===== src/rtl/fp_cmp_flag.sv =====
module fp_cmp_flag #(
  parameter int EXP_W  = 8,
  parameter int FRAC_W = 23
) (
  input  logic                        clk,
  input  logic                        rst_n,
  input  logic                        op_valid,
  input  logic [EXP_W+FRAC_W:0]       op_a,
  input  logic [EXP_W+FRAC_W:0]       op_b,
  input  logic [3:0]                  cond,
  output logic                        cond_flag,
  output logic                        invalid_pulse
);
  localparam int W      = 1 + EXP_W + FRAC_W;
  localparam int SEL_UN = 0;
  localparam int SEL_EQ = 1;
  localparam int SEL_LT = 2;
  localparam int SEL_SG = 3;

  logic             a_sign, b_sign, a_nan, b_nan;
  logic [W-2:0]     a_mag, b_mag;
  logic             unord, both_zero, lt_raw, below, equal, trap, flag_next;

  assign a_sign = op_a[W-1];
  assign b_sign = op_b[W-1];
  assign a_mag  = op_a[W-2:0];
  assign b_mag  = op_b[W-2:0];
  assign a_nan  = (&op_a[W-2 -: EXP_W]) && (|op_a[FRAC_W-1:0]);
  assign b_nan  = (&op_b[W-2 -: EXP_W]) && (|op_b[FRAC_W-1:0]);
  assign unord  = a_nan | b_nan;

  assign both_zero = ~|a_mag && ~|b_mag;

  always_comb begin
    if (both_zero)            lt_raw = 1'b0;
    else if (a_sign != b_sign) lt_raw = a_sign;
    else if (a_sign)          lt_raw = a_mag > b_mag;
    else                      lt_raw = a_mag < b_mag;
  end

  assign below = !unord && lt_raw;
  assign equal = !unord && (both_zero || (op_a == op_b));
  assign trap  = cond[SEL_SG] && unord;

  assign flag_next = (cond[SEL_LT] && below) ||
                     (cond[SEL_EQ] && equal) ||
                     (cond[SEL_UN] && unord);

  always_ff @(posedge clk) begin
    if (!rst_n) begin
      cond_flag     <= 1'b0;
      invalid_pulse <= 1'b0;
    end else begin
      invalid_pulse <= op_valid && trap;
      if (op_valid && !trap)
        cond_flag <= flag_next;
    end
  end

  a_r1_reset_quiet: assert property (@(posedge clk)
    !rst_n |=> !cond_flag && !invalid_pulse);

  a_r6_trap_holds_flag: assert property (@(posedge clk) disable iff (!rst_n)
    op_valid && cond[SEL_SG] && unord |=> invalid_pulse && $stable(cond_flag));

  a_r7_ordered_no_trap: assert property (@(posedge clk) disable iff (!rst_n)
    op_valid && !unord |=> !invalid_pulse);

  a_r5_un_sets_flag: assert property (@(posedge clk) disable iff (!rst_n)
    op_valid && !cond[SEL_SG] && cond[SEL_UN] && unord |=> cond_flag);

  a_r5_empty_mask: assert property (@(posedge clk) disable iff (!rst_n)
    op_valid && cond == 4'b0000 |=> !cond_flag);

  a_r8_hold_idle: assert property (@(posedge clk) disable iff (!rst_n)
    !op_valid |=> $stable(cond_flag));

  a_r9_pulse_needs_strobe: assert property (@(posedge clk) disable iff (!rst_n)
    invalid_pulse |-> $past(op_valid));
endmodule


===== config.mk =====
export PLATFORM = sky130hd
export DESIGN_NAME = fp_cmp_flag
export DESIGN_NICKNAME = d
export VERILOG_FILES = /design/src/rtl/fp_cmp_flag.sv
export SDC_FILE = /design/constraint.sdc
export NUM_CORES = 1
export LEC_CHECK = 0
export CAP_MARGIN = 30
export CORE_UTILIZATION = 37
export DETAILED_ROUTE_END_ITERATION = 16
export PLACE_DENSITY = 0.81
export RECOVER_POWER = 50
export SYNTH_ARGS = -nofsm -noshare
export SYNTH_HDL_FRONTEND = slang
export SYNTH_SLANG_ARGS = --single-unit

===== constraint.sdc =====
create_clock -name clk -period 2.98 [get_ports clk]
set_clock_uncertainty 0.1 [all_clocks]
set_input_delay 0.894 -clock clk [delete_from_list [all_inputs] [get_ports clk]]
set_output_delay 0.894 -clock clk [all_outputs]
set_load 0.005 [all_outputs]

==> metrics <==
IO Port Bufs=72; Clock Power Share=16.6%; Worst path max stage delay=0.43 ns; crit-path cells=clkdlybuf4s50_1 -> ha_1 -> buf_4 -> a21oi_1 -> o21ai_0 -> nand2b_1 -> o311a_1 -> nand3_2 -> and3_2 -> o311a_1; Max Fanout on Critical Path=2; later-pin clock latency in the skew report=0.23 ns; VDD IR max=95.3 uV; Die Wd=58.1 um; Post-Synth Adder-Cell Area=33.3%; CP required=about 3 ns; Ant. Diodes=0; fin area=~0.0024 sq mm; DP Wirelength=3350 um; PwrDens=153 mW/mm^2; largest net degree at the start of global routing=5; pre-CTS setup slack=-0.361 ns; first-pass GRT wire length=6360 um; Worst-Margin Slew=about 0.35 ns; largest area contributor in the netlist=ha_1; WP data arrival=3.00 ns; Routed WL=4470 um; Reg clk slew, reported paths=0.03 ns; outcome=finished with violations; max-slew violations=0; Ports=73; top_reg_cell synth=dfxtp_1; fin crit period=2.99 ns; post-synthesis sequential area ratio=3.44%; Power Total=0.373 mW; Synth async-reset ratio=0%; wire per inst=14.7 um; Yosys reg bits=2; post-placement cell area=0.00215 sq mm; Initial Util=~40%; sw frac=36.5%; clock sinks=2; Fill cells=168; Tcrit/Tclk final=100%; nets=between 300 and 400; Rel. slew slack=between 70% and 80%; Leak=1.29 nW; Die Y=58.1 um; syn nets=259; Num CTS Buffers=3; DRT iter0 DRCs=59; vias in the first global route=1,564; EDFF count, synth=0; Non-Filler Instances=305; Syn Std Cell Area=0.00116 sq mm; post-synthesis compound-gate area fraction=16.9%; internal power=approximately 0.24 mW; die area=approximately 0.0034 sq mm; Synth top area share=33.3%; antenna-violating nets left=0; area grow syn2layout=109%; Hold/Removal Path Class=reg2reg; final-report hold violation count=0; Final WS setup=-0.00884 ns; XOR/XNOR Fraction of Synth Area=0.753%; Critical Path Most Common Cell=o311a_1; cells after synthesis=157; post-placement cell count=around 300; Post-Route Utilization=84.4%; Logic pwr share=roughly 76%; clk root buf=clkbuf_4; Max-Cap Viols=0; Max clock buf depth=2; top cells by area, synth=ha_1 (33%), inv_1 (11%), nor4_1 (5.9%), nand4_1 (5.4%), a21oi_1 (4.3%); multiplexer area fraction after synthesis=0%; CTS H-Tree Depth=1; Setup crit start kind=input port; Crit path max-delay family=compound AO/OA/AOI/OAI gates; CP Buf/Inv Count=2; Max Clk Rate=335 MHz; Worst setup EP type=flop; slowest CP cell=clkdlybuf4s50_1; global placer's final weighted congestion=0.920; Core ar.=~0.0029 sq mm; Setup CP Type=in2reg; DR vias=1,604; cell row count=19; post-synthesis simple-gate area fraction=34.9%; GRT Total Usage=approximately a quarter; share of layout cells above drive strength 1=28.5%; grt ovf=0; Ys Warns=0; antenna violations before repair=0; Netlist cell types=33; First-pass DRT Iterations=12; Seq pwr share=7.6%; CTS tree=yes; Via density=5.26; count of final setup violators=1; failing checks=DRC, setup timing; Switch Pwr=0.136 mW; Mean Syn Cell Area=7.41 sq um; DRC viols=1; largest family of logic cells by synthesized area=simple AND/OR/NAND/NOR gates
-- layout make-up --
type                       instances  area (sq um)  share of cell area [%]
timing repair buffer             103           996                    41.0
inverter                          33           124                    5.10
clock buffer                       3          22.5                   0.927
multi-input combinational        122          1190                    49.1
sequential                         2          40.0                    1.65
tap                               42          52.6                    2.16
-- per-layer routing --
| layer | part of all wire, % | GRT usage, % | routed length [um] | up-vias |
|---|---|---|---|---|
| met3 | 4.8 | 2.68 | 215 | 6 |
| met2 | 49 | 42.9 | 2210 | 52 |
| met1 | 44 | 31.0 | 1980 | 742 |
| met4 | 1.4 | 5.10 | 63 | 0 |
| met5 | 0 | 0 | 0 | - |
| li1 | - | - | - | 804 |
-- kinds of logic (layout without fill, tap and decap cells) --
family,Yosys count,count (layout)
compound gates,30,30
fa+ha+maj,31,31
flops,2,2
simple gates,60,60
buf+inv,33,139
xor+xnor,1,1
-- power groups by stage --
stage / clock, mW / combinational, mW / sequential, mW
floorplan: 0 / 0.0861 / 0.0289
global placement: 0 / 0.245 / 0.0288
detailed placement: 0 / 0.249 / 0.0288
CTS: 0.0632 / 0.257 / 0.0284
global route: 0.0663 / 0.309 / 0.0285
finish: 0.0617 / 0.282 / 0.0284
-- cells in the final DEF (no fill, tap or decap), types with 3 or more instances in the layout --
cell,instances
a21o_1,4
a21oi_1,6
a21oi_2,4
buf_4,31
clkbuf_4,3
clkdlybuf4s50_1,36
dlygate4sd2_1,12
dlymetal6s2s_1,23
ha_1,23
ha_4,8
inv_1,27
inv_2,6
nand2_1,8
nand3_1,3
nand3_2,3
nand4_1,10
nor2_1,5
nor4_1,8
nor4_2,6
o21ai_0,4
-- worst register-to-register path: cells and delay by family (launching register included) --
family         cells  cell delay, ns
flip-flops         1            0.30
AO/OA/AOI/OAI      2            0.26
-- cell usage after synthesis (2+ instances only) --
| library cell | instances |
|---|---|
| nand3_2 | 2 |
| inv_1 | 33 |
| dfxtp_1 | 2 |
| nor4_1 | 11 |
| nor3_1 | 2 |
| o311a_1 | 2 |
| ha_1 | 31 |
| and4bb_1 | 2 |
| nor2_1 | 5 |
| and3_2 | 3 |
| a21o_1 | 4 |
| nor2b_1 | 2 |
| nand2_1 | 9 |
| nand3_1 | 4 |
| and4_1 | 3 |
| o21ai_1 | 2 |
| a21oi_1 | 10 |
| nor4_2 | 3 |
| o21ai_0 | 4 |
| nand4_1 | 10 |
-- flip-flops by register name, indices dropped and copies added (netlist names) --
signal	cells
invalid_pulse	1
cond_flag	1
-- worst paths after layout --
path                    end  slack (ns)  depth (start not counted)  startpoint
setup / recovery  cond_flag      -0.009                         10    op_a[26]
hold / removal    cond_flag        0.48                          2   cond_flag
setup reg to reg  cond_flag        2.21                          2   cond_flag
hold reg to reg   cond_flag        0.48                          2   cond_flag
-- per-stage QoR --
stage | TNS [ns] | hold WS (ns)
after global placement | -0.329 | 0.467
after floorplan | 0 | 0.471
after detailed placement | -0.361 | 0.475
after global routing | -0.0864 | 0.499
after CTS | 0 | 0.479
final | -0.00884 | 0.476
-- repair_timing --
action | CTS | global route
hold endpoints to repair | 0 | 0
pin swaps | 13 | 18
resized for setup | 25 | 44
cloned | 0 | 0
setup buffers | 2 | 1
setup endpoints to repair | 1 | 1
hold buffers | 0 | 0
Note: power is estimated with default switching activity, not from simulation.
